[src/rtl/irqc_pkg.sv]
package irqc_pkg;
   localparam int unsigned REG_W     = 32;
   localparam int unsigned LANE_W    = 8;
   localparam int unsigned N_LANES   = REG_W / LANE_W;
   localparam int unsigned N_LINES   = 4;
   localparam int unsigned PINS_SLOT = 4;
   localparam int unsigned ST_LSB    = 28;
   localparam int unsigned EN_LSB    = 22;
   // plain storage: error masks 27,26,21..16; priorities 14..8; wait count 3..0
   localparam logic [REG_W-1:0] STORE_MASK = 32'h0C3F_7F0F;
endpackage

[src/rtl/irqc_slot_router.sv]
module irqc_slot_router
   import irqc_pkg::*;
#(
   parameter int unsigned NUM_SLOTS = 4,
   parameter bit          ROTATE    = 1'b1
) (
   input  logic                           clk,
   input  logic                           rst_n,
   input  logic [NUM_SLOTS*PINS_SLOT-1:0] pins_i,
   output logic [N_LINES-1:0]             lines_o
);
   localparam int unsigned N_PINS = NUM_SLOTS * PINS_SLOT;

   generate
      if (NUM_SLOTS < 1) begin : g_bad_slots
         $error("irqc_slot_router: NUM_SLOTS must be at least 1");
      end
   endgenerate

   logic [N_PINS-1:0] hit [N_LINES];

   for (genvar l = 0; l < N_LINES; l++) begin : g_line
      for (genvar k = 0; k < NUM_SLOTS; k++) begin : g_slot
         for (genvar p = 0; p < PINS_SLOT; p++) begin : g_pin
            localparam int unsigned TGT = ROTATE ? ((p + k) % N_LINES) : p;
            if (TGT == l) begin : g_on
               assign hit[l][k*PINS_SLOT+p] = pins_i[k*PINS_SLOT+p];
            end else begin : g_off
               assign hit[l][k*PINS_SLOT+p] = 1'b0;
            end
         end
      end
      assign lines_o[l] = |hit[l];
   end

   AST_NO_SPURIOUS_LINE: assert property (@(posedge clk) disable iff (!rst_n)
      (pins_i == '0) |-> (lines_o == '0));
   AST_LINES_BOUNDED: assert property (@(posedge clk) disable iff (!rst_n)
      $countones(lines_o) <= $countones(pins_i));
endmodule

[src/rtl/irqc_line_cell.sv]
module irqc_line_cell (
   input  logic clk,
   input  logic rst_n,
   input  logic line_i,
   input  logic clr_i,
   input  logic en_we_i,
   input  logic en_d_i,
   output logic status_o,
   output logic enable_o
);
   always_ff @(posedge clk or negedge rst_n) begin
      if (!rst_n) begin
         status_o <= 1'b0;
         enable_o <= 1'b0;
      end else begin
         status_o <= clr_i ? 1'b0 : (status_o | line_i);
         if (en_we_i) enable_o <= en_d_i;
      end
   end

   AST_CLEAR_WINS: assert property (@(posedge clk) disable iff (!rst_n)
      clr_i |=> !status_o);
   AST_LEVEL_LATCH: assert property (@(posedge clk) disable iff (!rst_n)
      (line_i && !clr_i) |=> status_o);
   AST_STATUS_STICKY: assert property (@(posedge clk) disable iff (!rst_n)
      (status_o && !clr_i) |=> status_o);
   AST_ENABLE_HOLD: assert property (@(posedge clk) disable iff (!rst_n)
      !en_we_i |=> $stable(enable_o));
endmodule

[src/rtl/irqc_ctrl_store.sv]
module irqc_ctrl_store
   import irqc_pkg::*;
#(
   parameter logic [REG_W-1:0] KEEP_MASK = STORE_MASK
) (
   input  logic               clk,
   input  logic               rst_n,
   input  logic               we_i,
   input  logic [N_LANES-1:0] be_i,
   input  logic [REG_W-1:0]   wdata_i,
   output logic [REG_W-1:0]   q_o
);
   generate
      if (REG_W % LANE_W != 0) begin : g_bad_width
         $error("irqc_ctrl_store: register width must be whole bytes");
      end
   endgenerate

   for (genvar g = 0; g < N_LANES; g++) begin : g_lane
      localparam logic [LANE_W-1:0] LMASK = KEEP_MASK[g*LANE_W +: LANE_W];
      always_ff @(posedge clk or negedge rst_n) begin
         if (!rst_n) q_o[g*LANE_W +: LANE_W] <= '0;
         else if (we_i && be_i[g])
            q_o[g*LANE_W +: LANE_W] <= wdata_i[g*LANE_W +: LANE_W] & LMASK;
      end

      AST_LANE_UNTOUCHED: assert property (@(posedge clk) disable iff (!rst_n)
         !(we_i && be_i[g]) |=> $stable(q_o[g*LANE_W +: LANE_W]));
   end
endmodule

[src/rtl/pci_irq_cascade.sv]
module pci_irq_cascade
   import irqc_pkg::*;
#(
   parameter int unsigned NUM_SLOTS  = 4,
   parameter int unsigned FIRST_SLOT = 9,
   parameter bit          ROTATE     = 1'b1
) (
   input  logic                           clk,
   input  logic                           rst_n,
   input  logic [NUM_SLOTS*PINS_SLOT-1:0] slot_pins,
   input  logic                           bus_we,
   input  logic [N_LANES-1:0]             bus_be,
   input  logic [REG_W-1:0]               bus_wdata,
   output logic [REG_W-1:0]               bus_rdata,
   output logic                           irq_cascade
);
   generate
      if (FIRST_SLOT > 31) begin : g_bad_first
         $error("pci_irq_cascade: FIRST_SLOT outside device number range");
      end
      if (FIRST_SLOT + NUM_SLOTS > 32) begin : g_bad_count
         $error("pci_irq_cascade: slots exceed device number range");
      end
   endgenerate

   logic [N_LINES-1:0] lines;
   logic [N_LINES-1:0] status;
   logic [N_LINES-1:0] enable;
   logic [REG_W-1:0]   store_q;
   logic               pend_any;

   irqc_slot_router #(
      .NUM_SLOTS (NUM_SLOTS),
      .ROTATE    (ROTATE)
   ) u_router (
      .clk     (clk),
      .rst_n   (rst_n),
      .pins_i  (slot_pins),
      .lines_o (lines)
   );

   for (genvar i = 0; i < N_LINES; i++) begin : g_cell
      localparam int unsigned SP = ST_LSB + i;
      localparam int unsigned EP = EN_LSB + i;
      irqc_line_cell u_cell (
         .clk      (clk),
         .rst_n    (rst_n),
         .line_i   (lines[i]),
         .clr_i    (bus_we && bus_be[SP/LANE_W] && bus_wdata[SP]),
         .en_we_i  (bus_we && bus_be[EP/LANE_W]),
         .en_d_i   (bus_wdata[EP]),
         .status_o (status[i]),
         .enable_o (enable[i])
      );
   end

   irqc_ctrl_store #(
      .KEEP_MASK (STORE_MASK)
   ) u_store (
      .clk     (clk),
      .rst_n   (rst_n),
      .we_i    (bus_we),
      .be_i    (bus_be),
      .wdata_i (bus_wdata),
      .q_o     (store_q)
   );

   assign pend_any = |(status & enable);

   always_ff @(posedge clk or negedge rst_n) begin
      if (!rst_n) irq_cascade <= 1'b0;
      else        irq_cascade <= pend_any;
   end

   always_comb begin
      bus_rdata = store_q;
      bus_rdata[ST_LSB +: N_LINES] = status;
      bus_rdata[EN_LSB +: N_LINES] = enable;
   end

   AST_OUT_RISES: assert property (@(posedge clk) disable iff (!rst_n)
      pend_any |=> irq_cascade);
   AST_OUT_FALLS: assert property (@(posedge clk) disable iff (!rst_n)
      !pend_any |=> !irq_cascade);
   AST_RESET_QUIET: assert property (@(posedge clk)
      !rst_n |-> (!irq_cascade && status == '0 && enable == '0));
endmodule

[config.mk]
export PLATFORM = sky130hd
export DESIGN_NAME = pci_irq_cascade
export DESIGN_NICKNAME = d
export VERILOG_FILES = /design/src/rtl/irqc_pkg.sv /design/src/rtl/irqc_slot_router.sv /design/src/rtl/irqc_line_cell.sv /design/src/rtl/irqc_ctrl_store.sv /design/src/rtl/pci_irq_cascade.sv
export SDC_FILE = /design/constraint.sdc
export NUM_CORES = 1
export LEC_CHECK = 0
export BUFFER_PORTS_ARGS = -buffer_cell sky130_fd_sc_hd__buf_2
export CORE_ASPECT_RATIO = 1.25
export CORE_MARGIN = 2
export CORE_UTILIZATION = 39
export DETAILED_ROUTE_END_ITERATION = 10
export PLACE_DENSITY_LB_ADDON = 0.1
export SYNTH_ARGS = -nofsm -noshare
export SYNTH_HDL_FRONTEND = slang
export SYNTH_SLANG_ARGS = --single-unit
[constraint.sdc]
create_clock -name clk -period 1.1 [get_ports clk]
set_input_delay 0.22 -clock clk [delete_from_list [all_inputs] [get_ports clk]]
set_output_delay 0.22 -clock clk [all_outputs]
set_load 0.1 [all_outputs]
# Yosys cells after proc, flatten, opt, wreduce, memory -nomap -nowiden
# Cells that the tools add are included.
[op_classes]
bitwise = 5
mux = 4
reduce_logical = 13
[op_table]
columns = ["operator", "n"]
rows = [
  ["$reduce_or 4->1", 5],
  ["$logic_and 1x1->1", 8],
  ["$and 4x4->4", 1],
  ["$mux 1", 4],
  ["$or 1x1->1", 4],
]
[totals]
reg_bits = 28
in_bits = 55
out_inout_bits = 33
elab_cells = 35

# Depth between registers and ports, before layout
[depth]
ltp_word = 3
ltp_mapped = 2
depth_no_buf = 2

# Modules after synthesis
# From an unflattened synthesis, not the netlist that was laid out.
[hier_totals]
cells_unflattened = 86
hier_area_um2 = 1222.4
[modules_own_cells]
columns = ["module", "seq_area_each_um2", "area_each_um2", "n_inst", "cells_each"]
rows = [
  ["irqc_ctrl_store", 475.5, 808.3, 1, 56],
  ["irqc_line_cell", 50.0, 75.1, 4, 4],
  ["pci_irq_cascade", 25.0, 83.8, 1, 10],
  ["irqc_slot_router", 0.0, 30.0, 1, 4],
]

# Least setup slack after synthesis
# Ideal clock, no wire load.
[synth_path]
path_type = "register to register"
start = "register, netlist name u_store.q_o[0]"
end = "register u_store.q_o[0]"
n_path_buf = 0
t_required_ns = 0.974
setup_time_ns = 0.126
synth_period_minus_slack_ns = 1.260
arrival_ns = 1.134
slack_ns = -0.160
stages_incl_launch_ff = 2
path_cell_list = "dfrtp_1 > mux2_2"
[synth_lines]
columns = ["item", "line_no", "source"]
rows = [
  ["end signal, assigned by index", "irqc_ctrl_store.sv:24", "q_o[g*LANE_W +: LANE_W] <= wdata_i[g*LANE_W +: LANE_W] & LMASK;"],
  ["end, declared", "irqc_ctrl_store.sv:11", "output logic [REG_W-1:0] q_o"],
]

# Final worst setup path
[layout_path]
start = "register g_cell[3].u_cell.status_o"
end = "output port bus_rdata[31]"
[layout_lines]
columns = ["item", "line_no", "source"]
rows = [
  ["start, declared", "irqc_line_cell.sv:8", "output logic status_o,"],
  ["start signal, assigned", "irqc_line_cell.sv:16", "status_o <= clr_i ? 1'b0 : (status_o | line_i);"],
  ["end, declared", "pci_irq_cascade.sv:14", "output logic [REG_W-1:0] bus_rdata,"],
]
# No word-level cell between the ends.

==> flow_summary.toml <==
[global_routing]
grt_antenna_before_repair = 0
grt_util_all_layers = 0.182
grt_max_degree = 16
grt_pass1_vias = 1084
grt_pass1_wl_mm = 4.64
grt.overflow.total = 0

[critical_path]
critPathTopFamily = "flip-flops"
cp_slowest_cell = "dfrtp_1"
worstReg2RegStart = "g_cell[0].u_cell.enable_o"
path_cells = "buf_12"
ff2ff_path_depth = 2
crit_type = "reg2out"
critPathBufInv = 1
critPathRequiredTime_ns = 0.88
end_kind = "primary output"
r2r_setup_slack_ns = 0.15
worstPathArrival_ns = 0.95
slowest_delay_ns = 0.45
worstReg2RegEnd = "g_cell[0].u_cell.enable_o"
crit_fanout = 2
cp-start-kind = "flop"

[power]
pwr-share-comb = 0.538
irDropWorstVdd_v = 0.00125
seqPwrFrac = 0.352
finalPower_w = 0.00379
powerDensity_nw_per_um2 = 1810
power_frac_clock = 0.110
p_int_w = 0.00208
p_sw_frac = 0.451
p_sw_w = 0.00171
power.leakage_nw = 0.976

[routing]
routedWlPerCell_um = 14.3
viasPerCell = 4.67
drt-total-wl_mm = 2.91
vias = 953
drt_iter0_drc = 7
drtAntennaViolNets = 0
dr.pass1.iters = 5
drc = 0

[clocking]
cts_root_buf = "clkbuf_4"
worstSkewPairLatency_ns = 0.31
cts_buffers = 3
cts.sinks = 28
cts_tree = "yes"
cts_resized = 0
htreeDepth = 1
clk_pin_slew_ns = 0.14
clockBufferDepth = 2

[layout]
synthToLayoutAreaGrowth_pct = 78.2
design_area_sq_um = 2090
final_common_cell = "buf_2"
num-nets-final = 224
antenna_cells_inserted = 0
drive_gt1_frac = 0.810
final_cell_mix = "buf_2, buf_12, mux2_2"

[die]
dieWidth_um = 53.0
ios = 88
start_util = 0.406
die_h_um = 65.3
dieArea_sq_um = 3460
rows = 22
core_sq_um = 2890

[timing]
rsz0062_at_grt = "yes"
final-setup-viol-count = 28
hold_slack_ns = 0.0690
finClkSkew_ns = 0.00391
fmax_ghz = 0.857
maxSlewViolCount = 0
hold_viol = 0
fin_crit_sh = 1.06
fin_crit_ns = 1.17
setup_tns_ns = -1.46
setup_ws_ns = -0.0673

[synthesis]
yosys-top-cells-area = "dfrtp_1, mux2_2, buf_4"
avgSynthCellArea_sq_um = 13.8
synth-seq-cells = 28
synthCells = 85
yosys.area.top_type_share = 0.598
synth_top_cell_by_area = "dfrtp_1"
netlist_area_sq_um = 1170
ys_warn_count = 0
synth-seq-area-share = 0.598
ys_types = 10

[placement]
place_congestion = 0.644
portBuffers = 77
hpwl_mm = 2.42
placed_area_sq_um = 1990

[worst_hold_path]
min_path_cells = 2
hp-start = "bus_wdata[28]"
holdPathEnd = "g_cell[0].u_cell.status_o"
min_path_type = "in2reg"

[run]
timing.max_cap.violations = 0

[run_status]
status = "finished, violations left"
violations = "negative setup slack"
## kinds of logic after synthesis
| logic type | after synthesis | share of synthesized area |
|---|---|---|
| flip-flops | 28 | 0.598 |
| multiplexers | 23 | 0.221 |
| AND/OR/NAND/NOR | 14 | 0.0566 |
| buffers and inverters | 13 | 0.0832 |
| AO/OA/AOI/OAI | 6 | 0.0384 |
| other | 1 | 0.00320 |
## power groups by stage
| stage | registers [W] | logic (W) | clock network (W) |
|---|---|---|---|
| after floorplan | 0.00207 | 0.000501 | 0 |
| after global placement | 0.00135 | 0.00196 | 0 |
| after detailed placement | 0.00137 | 0.00199 | 0 |
| after CTS | 0.00133 | 0.00205 | 0.000456 |
| after global routing | 0.00135 | 0.00210 | 0.000480 |
| final | 0.00133 | 0.00204 | 0.000417 |
## routing by layer
| metal | global-route usage | share of wire |
|---|---|---|
| met1 | 0.165 | 0.30 |
| met5 | 0 | 0 |
| met4 | 0.0609 | 0.0048 |
| met2 | 0.378 | 0.61 |
| met3 | 0.0295 | 0.082 |
## how the worst max path moves through the flow
stage,startpoint,endpoint,slack (ns),cells past startpoint
floorplan,u_store.q_o[16],u_store.q_o[16],0.06,1
global placement,bus_we,u_store.q_o[20],0.08,3
detailed placement,bus_we,g_cell[2].u_cell.enable_o,0.06,3
CTS,u_store.q_o[8],bus_rdata[8],-0.09,1
global route,g_cell[0].u_cell.enable_o,bus_rdata[22],-0.11,1
finish,g_cell[3].u_cell.status_o,bus_rdata[31],-0.07,1
## registers in the layout (all words and copies together) (netlist names)
| signal | cells |
|---|---|
| u_store.q_o | 19 |
| g_cell.u_cell.enable_o | 4 |
| irq_cascade | 1 |
| g_cell.u_cell.status_o | 4 |
## through the flow
stage,utilization,setup slack [ns],cells
after global placement,0.687,0.0807,190
after CTS,0.723,-0.0886,204
after detailed placement,0.687,0.0579,190
after global routing,0.723,-0.110,204
final,0.723,-0.0673,204
after floorplan,-,0.0607,89
## timing repair
| item | in CTS | in global routing |
|---|---|---|
| setup buffers | 9 | 0 |
| hold endpoints to repair | 13 | 0 |
| endpoints found under the setup margin | 28 | 28 |
| hold buffers | 1 | 0 |
| gates cloned | 0 | 0 |
## layout make-up
| class | instances | area [sq um] |
|---|---|---|
| well taps | 36 | 45.0 |
| multi-input cells | 48 | 389 |
| repair buffers | 88 | 903 |
| fillers | 190 | 801 |
| clock buffers | 4 | 26.3 |
| flip-flops and latches | 28 | 726 |
## synth_stat cells, drive strengths merged
| library cell | instances |
|---|---|
| dfrtp | 28 |
| buf | 13 |
| mux2 | 23 |
| conb | 1 |
| a22oi | 6 |
| and2 | 1 |
| nor2 | 4 |
| nor3 | 4 |
| nand2 | 5 |
(Power assumes the default switching activity.)
